===== config.mk =====
export PLATFORM = sky130hd
export DESIGN_NAME = irq_tree_ctrl
export DESIGN_NICKNAME = d
export VERILOG_FILES = /design/src/rtl/irq_tree_pkg.sv /design/src/rtl/irq_flag_bank.sv /design/src/rtl/irq_enable_tree.sv /design/src/rtl/irq_tree_ctrl.sv
export SDC_FILE = /design/constraint.sdc
export NUM_CORES = 1
export LEC_CHECK = 0
export CORE_MARGIN = 3
export CORE_UTILIZATION = 41
export DETAILED_ROUTE_END_ITERATION = 7
export PLACE_DENSITY = 0.88
export SLEW_MARGIN = 20
export SYNTH_ARGS = -nofsm -noshare
export SYNTH_HDL_FRONTEND = slang
export SYNTH_HIERARCHICAL = 1
export SYNTH_SLANG_ARGS = --single-unit

===== constraint.sdc =====
create_clock -name clk -period 3.5 [get_ports clk]
set_input_delay 0.525 -clock clk [delete_from_list [all_inputs] [get_ports clk]]
set_output_delay 0.525 -clock clk [all_outputs]
set_load 0.02 [all_outputs]

===== src/rtl/irq_tree_pkg.sv =====
package irq_tree_pkg;
  localparam int DW = 8;
  localparam int AW = 2;

  typedef enum logic [AW-1:0] {
    SEL_CORE  = 2'd0,
    SEL_PFLAG = 2'd1,
    SEL_PEN   = 2'd2,
    SEL_NONE  = 2'd3
  } reg_sel_e;

  // bit positions inside the core register
  localparam int B_GEN     = 7;
  localparam int B_PGEN    = 6;
  localparam int B_TMR_EN  = 5;
  localparam int B_PIN_EN  = 4;
  localparam int B_TMR_FLG = 1;
  localparam int B_PIN_FLG = 0;

  // request gate: global over (core sources or group-gated peripherals)
  function automatic logic gate_tree(input logic gen, input logic pgen,
                                     input logic core_pend, input logic per_pend);
    return gen & (core_pend | (pgen & per_pend));
  endfunction

  // wake path skips the global gate
  function automatic logic wake_tree(input logic pgen, input logic core_pend,
                                     input logic per_pend);
    return core_pend | (pgen & per_pend);
  endfunction

  // next state of the global enable: write, then acknowledge, then return
  function automatic logic gen_next(input logic cur, input logic wr, input logic wd,
                                    input logic ack, input logic ret);
    if (wr)       return wd;
    else if (ack) return 1'b0;
    else if (ret) return 1'b1;
    else          return cur;
  endfunction
endpackage


===== src/rtl/irq_flag_bank.sv =====
module irq_flag_bank #(
  parameter int N = 2
) (
  input  logic         clk,
  input  logic         rst_n,
  input  logic [N-1:0] ev,
  input  logic         flag_we,
  input  logic [N-1:0] flag_wd,
  input  logic         en_we,
  input  logic [N-1:0] en_wd,
  output logic [N-1:0] flag_q,
  output logic [N-1:0] en_q,
  output logic         pend
);
  for (genvar i = 0; i < N; i++) begin : g_bit
    logic f_r;
    logic e_r;
    always_ff @(posedge clk) begin
      if (!rst_n) begin
        f_r <= 1'b0;
        e_r <= 1'b0;
      end else begin
        // hardware set beats software clear
        f_r <= (flag_we ? flag_wd[i] : f_r) | ev[i];
        if (en_we) e_r <= en_wd[i];
      end
    end
    assign flag_q[i] = f_r;
    assign en_q[i]   = e_r;
  end

  assign pend = |(flag_q & en_q);
endmodule


===== src/rtl/irq_enable_tree.sv =====
module irq_enable_tree
  import irq_tree_pkg::*;
(
  input  logic clk,
  input  logic rst_n,
  input  logic core_wr,
  input  logic wd_gen,
  input  logic wd_pgen,
  input  logic irq_ack,
  input  logic irq_ret,
  input  logic core_pend,
  input  logic per_pend,
  output logic gen_q,
  output logic pgen_q,
  output logic gate_raw,
  output logic irq_req,
  output logic wake,
  output logic ack_taken
);
  assign gate_raw = gate_tree(gen_q, pgen_q, core_pend, per_pend);
  assign wake     = wake_tree(pgen_q, core_pend, per_pend);

  always_ff @(posedge clk) begin
    if (!rst_n) begin
      gen_q     <= 1'b0;
      pgen_q    <= 1'b0;
      irq_req   <= 1'b0;
      ack_taken <= 1'b0;
    end else begin
      gen_q     <= gen_next(gen_q, core_wr, wd_gen, irq_ack, irq_ret);
      if (core_wr) pgen_q <= wd_pgen;
      irq_req   <= gate_raw & ~irq_ack;
      ack_taken <= irq_ack & irq_req;
    end
  end
endmodule


===== src/rtl/irq_tree_ctrl.sv =====
module irq_tree_ctrl
  import irq_tree_pkg::*;
#(
  parameter int          NPER   = 5,
  parameter int          VW     = 13,
  parameter logic [12:0] VECTOR = 13'h0004
) (
  input  logic            clk,
  input  logic            rst_n,
  input  logic [AW-1:0]   bus_addr,
  input  logic            bus_wr,
  input  logic [DW-1:0]   bus_wdata,
  output logic [DW-1:0]   bus_rdata,
  input  logic            ev_pin,
  input  logic            ev_tmr,
  input  logic [NPER-1:0] ev_per,
  input  logic            irq_ack,
  input  logic            irq_ret,
  output logic            irq_req,
  output logic            wake,
  output logic            ack_taken,
  output logic [VW-1:0]   vec_addr
);
  localparam int NCORE = 2;

  reg_sel_e sel;
  logic core_wr, pflag_wr, pen_wr;
  logic [NCORE-1:0] core_flag, core_en;
  logic [NPER-1:0]  per_flag, per_en;
  logic core_pend, per_pend;
  logic gen_q, pgen_q, gate_raw;

  assign sel      = reg_sel_e'(bus_addr);
  assign core_wr  = bus_wr && (sel == SEL_CORE);
  assign pflag_wr = bus_wr && (sel == SEL_PFLAG);
  assign pen_wr   = bus_wr && (sel == SEL_PEN);

  irq_flag_bank #(.N(NCORE)) u_core_bank (
    .clk     (clk),
    .rst_n   (rst_n),
    .ev      ({ev_tmr, ev_pin}),
    .flag_we (core_wr),
    .flag_wd ({bus_wdata[B_TMR_FLG], bus_wdata[B_PIN_FLG]}),
    .en_we   (core_wr),
    .en_wd   ({bus_wdata[B_TMR_EN], bus_wdata[B_PIN_EN]}),
    .flag_q  (core_flag),
    .en_q    (core_en),
    .pend    (core_pend)
  );

  irq_flag_bank #(.N(NPER)) u_per_bank (
    .clk     (clk),
    .rst_n   (rst_n),
    .ev      (ev_per),
    .flag_we (pflag_wr),
    .flag_wd (bus_wdata[NPER-1:0]),
    .en_we   (pen_wr),
    .en_wd   (bus_wdata[NPER-1:0]),
    .flag_q  (per_flag),
    .en_q    (per_en),
    .pend    (per_pend)
  );

  irq_enable_tree u_tree (
    .clk       (clk),
    .rst_n     (rst_n),
    .core_wr   (core_wr),
    .wd_gen    (bus_wdata[B_GEN]),
    .wd_pgen   (bus_wdata[B_PGEN]),
    .irq_ack   (irq_ack),
    .irq_ret   (irq_ret),
    .core_pend (core_pend),
    .per_pend  (per_pend),
    .gen_q     (gen_q),
    .pgen_q    (pgen_q),
    .gate_raw  (gate_raw),
    .irq_req   (irq_req),
    .wake      (wake),
    .ack_taken (ack_taken)
  );

  always_comb begin
    bus_rdata = '0;
    case (sel)
      SEL_CORE: begin
        bus_rdata[B_GEN]     = gen_q;
        bus_rdata[B_PGEN]    = pgen_q;
        bus_rdata[B_TMR_EN]  = core_en[1];
        bus_rdata[B_PIN_EN]  = core_en[0];
        bus_rdata[B_TMR_FLG] = core_flag[1];
        bus_rdata[B_PIN_FLG] = core_flag[0];
      end
      SEL_PFLAG: bus_rdata[NPER-1:0] = per_flag;
      SEL_PEN:   bus_rdata[NPER-1:0] = per_en;
      default:   bus_rdata = '0;
    endcase
  end

  assign vec_addr = ack_taken ? VECTOR[VW-1:0] : '0;
endmodule


==> run_results.csv, run 1 <==
group,metric,value,unit
global_route,antenna_found_initial,0,
global_route,grt_util_all_layers,0.129,
cells_and_area,drive_gt1_frac,0.0458,
clock_network,cts_tree,"built",
clock_network,cts_made_buffers,3,
placed_design,io_buffers,33,
power_and_ir_drop,p_leak,0.534,nW
cells_and_area,synthToLayoutAreaGrowth,21.6,%
die,die-height,57.4,um
die,dieArea,3300,um^2
route,wl,2180,um
clock_network,cts_root_buffer,"clkbuf_4",
sta,setup_tns,0,ps
yosys,ys_ff_latch,18,
yosys,synth-xor-area-share,0,
route,first_iter_violations,26,
cells_and_area,nets,158,
power_and_ir_drop,cellPowerDensity,335,nW/um^2
yosys,synth_top_family_by_area,"buffers and inverters",
clock_network,cts.clk_slew.worst_paths,110,ps
critical_path,startpoint_type,"input port",
yosys,yosysTopAreaCellShare,0.333,
die,rows,18,
critical_path,required,2970,ps
critical_path,critical_path_class,"input port to output pin",
cells_and_area,layout_common_cells,"clkdlybuf4s50_1 (33), dfxtp_1 (18), conb_1 (12)",
die,die_x,57.4,um
yosys,synthCells,112,
route,vias_per_cell,4.86,
route,vias,782,
clock_network,clk_path_buf_depth,2,
cells_and_area,finalNonFillerCells,161,
yosys,avgSynthCellArea,9.67,um^2
clock_network,cts_sinks,18,
yosys,yosys-top-cells-area,"dfxtp_1 (33%), buf_4 (19%), mux2i_1 (7.4%)",
sta,max_freq,0.342,GHz
placed_design,placed_cells,157,
route,ant_nets,0,
sta,skew,3.76,ps
clock_network,cts_hold_buf,0,
route,drc,0,
critical_path,worstPathArrival,2400,ps
cells_and_area,multi_input_area,546,um^2
yosys,synth_fa_ha_area_frac,0.0462,
die,start_util,0.433,
placed_design,preCtsSetupSlack,587,ps
clock_network,post-cts-setup-buffer-count,0,
yosys,yosysTopAreaCell,"dfxtp_1",
cells_and_area,final_common_cell,"clkdlybuf4s50_1",
yosys,synth_compound_area_frac,0.133,
sta,tightest_slew,519,ps
yosys,synthSimpleGateAreaFrac,0.136,
sta,final_max_slew_viol_count,0,
global_route,grt-ovfl-total,0,
cells_and_area,diodes,0,
placed_design,dpl.hpwl,1740,um
sta,rsz0062_at_grt,"no",
sta,period_needed,2920,ps
global_route,grt_max_degree,19,
yosys,yosys_warnings,6,
sta,setup_ws,577,ps
sta,hold_viol_final,0,
sta,slew_headroom,0.653,
sta,setup_violations,0,
clock_network,clkLatencyLatePin,290,ps
critical_path,cp_max_fo,7,
yosys,synth.area.mux_share,0.147,
clock_network,cts-resized-gates,0,
global_route,grt_pass1_vias,721,
power_and_ir_drop,ir_worst_vdd,0.000213,V
die,ios,46,
cells_and_area,fillCellCount,234,
sta,finalCritPeriodShare,0.835,
global_route,grt_pass1_wl,3310,um
route,wl_per_cell,13.5,um
yosys,ys_seq_area_frac,0.333,
yosys,post_synth_num_cell_types,24,
job,maxCapViolations,0,
critical_path,endpoint_kind,"output pin",
yosys,netlist_area,1080,um^2
status,status,"completed",
placed_design,gp_congestion,0.763,
clock_network,htreeDepth,1,
route,drt_first_pass_iters,4,
cells_and_area,regArea,360,um^2
die,core,2500,um^2
worst_hold_path,hp-class,"flop to flop",
==> critical path, cell delays in order <==
cell	delay, ps
clkdlybuf4s50_1	520
inv_1	80
ha_1	280
a222oi_1	350
nor2_1	90
clkdlybuf4s50_1	550
==> flip-flops by register name (all words and copies together) (netlist names) <==
register	cells
u_per_bank/g_bit.e_r	5
u_per_bank/g_bit.f_r	5
u_core_bank/g_bit.e_r	2
u_core_bank/g_bit.f_r	2
u_tree/ack_taken	1
u_tree/gen_q	1
u_tree/irq_req	1
u_tree/pgen_q	1
==> through the flow <==
stage	power, mW	instance area [um^2]	util	hold WS (ps)
2_1_floorplan	0.296	1120	-	498
3_3_place_gp	0.314	1280	0.513	463
3_5_place_dp	0.318	1280	0.513	490
4_1_cts	0.446	1320	0.527	505
5_1_grt	0.462	1320	0.527	523
6_report	0.441	1320	0.527	504
==> final timing paths <==
path,to,depth (start not counted),start,slack (ps)
worst max-delay path,bus_rdata[0],6,bus_addr[0],580
worst min-delay path,u_tree/ack_taken,1,u_tree/irq_req,500
worst max register to register,u_tree/irq_req,5,u_per_bank/g_bit[3].f_r,2080
worst min register to register,u_tree/ack_taken,1,u_tree/irq_req,500
==> cells in the mapped netlist <==
cell type	instances
a21boi_0	1
a21o_1	1
a222oi_1	4
a22o_1	1
a22oi_1	3
and2_1	5
and2_2	1
and2_4	1
and3_1	1
and3b_1	1
buf_2	1
buf_4	27
clkbuf_1	1
conb_1	1
dfxtp_1	18
ha_1	4
inv_1	2
mux2_1	7
mux2i_1	8
nand2_1	2
nor2_1	4
nor2b_1	10
o21a_1	7
o21ai_0	1
==> routing by layer <==
layer / vias up / routed length (um) / track usage
met3: 2 / 119 / 0.0226
met5: - / 0 / 0
met4: 0 / 20 / 0.0497
li1: 385 / - / -
met1: 367 / 966 / 0.170
met2: 28 / 1070 / 0.210
==> cell type report <==
type,instances,share of cell area
Clock buffer,4,0.0275
Inverter,2,0.00570
Multi-Input combinational cell,74,0.414
Sequential cell,18,0.274
Tap cell,30,0.0285
Timing Repair Buffer,33,0.251
==> power breakdown <==
group          switching (mW)  internal, mW  total [mW]  leakage [nW]
sequential            0.00781         0.215       0.223         0.148
clock                  0.0650        0.0633       0.128        0.0210
combinational          0.0424        0.0477      0.0901         0.365
total                   0.115         0.326       0.441         0.534
==> cell families (layout without fill, tap and decap cells) <==
family / Yosys count / in the layout
adder cells (fa/ha/maj): 4 / 4
multiplexers: 15 / 15
AO/OA/AOI/OAI: 18 / 18
AND/OR/NAND/NOR: 25 / 25
flip-flops: 18 / 18
other: 1 / 12
buffers and inverters: 31 / 39
No activity file was read; power rests on OpenSTA's default activity.
==> inputs of run 2 (changes only) <==
Settings changed: CORE_UTILIZATION 41 to 38, PLACE_DENSITY 0.88 to 0.86.
Clock period 3.5 ns to 2.5 ns, I/O delays scaled along.
==> run 2 against run 1 <==
  * Clock skew is essentially flat
  * First-iteration DRC count grew 100%
  * Power grew 31%
  * Critical path type unchanged
  * Critical endpoint unchanged
  * Highest routed layer unchanged
==> run_results.csv, run 2 (synthesis results as in run 1) <==
group,metric,value,unit
status,status,"completed",
die,core,2590,um^2
critical_path,startpoint_type,"input port",
cells_and_area,regArea,360,um^2
critical_path,crit_buf_inv,3,
sta,skew,3.26,ps
cells_and_area,reg_top3,"u_per_bank/g_bit.e_r (5), u_per_bank/g_bit.f_r (5)",
route,wl_per_cell,13.5,um
route,drc,0,
clock_network,cts_sinks,18,
cells_and_area,final_common_cell,"clkdlybuf4s50_1",
power_and_ir_drop,ir_worst_vdd,0.000277,V
placed_design,io_buffers,33,
die,rows,18,
route,vias_per_cell,4.76,
die,ios,46,
clock_network,cts_made_buffers,3,
cells_and_area,layout_common_cells,"clkdlybuf4s50_1 (25), dfxtp_1 (18), conb_1 (12)",
cells_and_area,nets,162,
power_and_ir_drop,cellPowerDensity,434,nW/um^2
critical_path,r2r_cells,5,
clock_network,clkLatencyLatePin,290,ps
clock_network,cts_tree,"built",
clock_network,cts_hold_buf,0,
route,vias,781,
sta,tightest_slew,520,ps
cells_and_area,diodes,0,
worst_hold_path,min_from,"u_tree/irq_req",
sta,hold_viol_final,0,
die,die-height,59.4,um
critical_path,critical_path_class,"input port to output pin",
critical_path,path_cells,"clkdlybuf4s50_1 > inv_1 > ha_1 > a222oi_1 > nor2_1 > dlygate4sd2_1",
clock_network,htreeDepth,1,
power_and_ir_drop,p_leak,0.624,nW
worst_hold_path,hp-class,"flop to flop",
clock_network,post-cts-setup-buffer-count,0,
global_route,grt-ovfl-total,0,
cells_and_area,fillCellCount,237,
global_route,grt_max_degree,19,
cells_and_area,drive_gt1_frac,0.0672,
clock_network,cts_root_buffer,"clkbuf_4",
critical_path,r2r_setup_slack,1100,ps
die,start_util,0.418,
route,ant_nets,0,
sta,setup_violations,0,
sta,slew_headroom,0.653,
sta,period_needed,2370,ps
critical_path,endpoint_kind,"output pin",
critical_path,required,2120,ps
sta,max_freq,0.421,GHz
sta,final_max_slew_viol_count,0,
clock_network,clk_path_buf_depth,2,
critical_path,rr_startpoint,"u_per_bank/g_bit[3].f_r",
global_route,grt_util_all_layers,0.130,
route,first_iter_violations,53,
power_and_ir_drop,total_power,0.579,mW
cells_and_area,synthToLayoutAreaGrowth,23.2,%
route,wl,2210,um
critical_path,r2r_end,"u_tree/irq_req",
die,dieArea,3530,um^2
critical_path,cp_max_fo,4,
critical_path,cpMaxStageDelayCell,"clkdlybuf4s50_1",
global_route,grt_pass1_vias,710,
critical_path,crit_family,"buffers and inverters",
placed_design,dpl.hpwl,1790,um
sta,rsz0062_at_grt,"no",
critical_path,worstPathArrival,2000,ps
die,die_x,59.4,um
clock_network,cts.clk_slew.worst_paths,100,ps
placed_design,gp_congestion,0.876,
worst_hold_path,holdPathStages,1,
cells_and_area,multi_input_area,546,um^2
sta,finalCritPeriodShare,0.950,
global_route,grt_pass1_wl,3310,um
route,drt_first_pass_iters,7,
critical_path,slowest_delay,510,ps
cells_and_area,final_util,0.515,
job,maxCapViolations,0,
worst_hold_path,hold_path_end,"u_tree/ack_taken",
global_route,antenna_found_initial,0,
## run 2: cell types whose count changed in the layout (fill, tap and decap cells not counted)
cell,before,now
dlygate4sd2_1,0,5
clkbuf_8,1,0
buf_4,0,4
clkdlybuf4s50_1,33,25
dlymetal6s2s_1,0,3
## run 2: timing repair
| item | 4_1_cts | 5_1_grt |
|---|---|---|
| endpoints found under the setup margin | 5 | 3 |
| cloned | 0 | 0 |
| resized for setup | 5 | 3 |
## run 2: where the power goes
group | total [mW] | internal [mW] | leakage [nW] | switching, mW
Clock | 0.140 | 0.0560 | 0.0138 | 0.0838
Sequential | 0.312 | 0.301 | 0.148 | 0.0113
Combinational | 0.127 | 0.0675 | 0.462 | 0.0599
## run 2: worst max path at each step
| stage | startpoint | end | cells after the start |
|---|---|---|---|
| final | bus_addr[0] | bus_rdata[0] | 6 |
| after global routing | bus_addr[0] | bus_rdata[0] | 6 |
| after CTS | bus_addr[0] | bus_rdata[5] | 6 |
| after detailed placement | bus_addr[0] | bus_rdata[0] | 6 |
| after global placement | bus_addr[0] | bus_rdata[0] | 6 |
| after floorplan | bus_addr[0] | u_core_bank/g_bit[0].f_r | 5 |
## run 2: per-stage QoR
step | cells | hold slack [ps] | area [um^2] | TNS, ps | setup WS, ps
5_1_grt | 164 | 518 | 1340 | 0 | 15.8
4_1_cts | 164 | 507 | 1330 | 0 | 86.3
2_1_floorplan | 123 | 492 | 1120 | 0 | 946
3_5_place_dp | 161 | 479 | 1310 | -201 | -93.3
3_3_place_gp | 161 | 461 | 1310 | -36.4 | -19.5
6_report | 164 | 504 | 1340 | 0 | 125
## run 2: layout make-up
| type | count | area share |
|---|---|---|
| Clock buffer | 3 | 0.0169 |
| Inverter | 2 | 0.00562 |
| Multi-Input combinational cell | 74 | 0.409 |
| Sequential cell | 18 | 0.270 |
| Tap cell | 30 | 0.0281 |
| Timing Repair Buffer | 37 | 0.271 |
## run 2: per-layer routing
metal,vias up,part of all wire,GRT usage
li1,392,-,-
met1,353,0.42,0.162
met2,32,0.50,0.201
met3,4,0.064,0.0283
met4,0,0.018,0.0777
met5,-,0,0
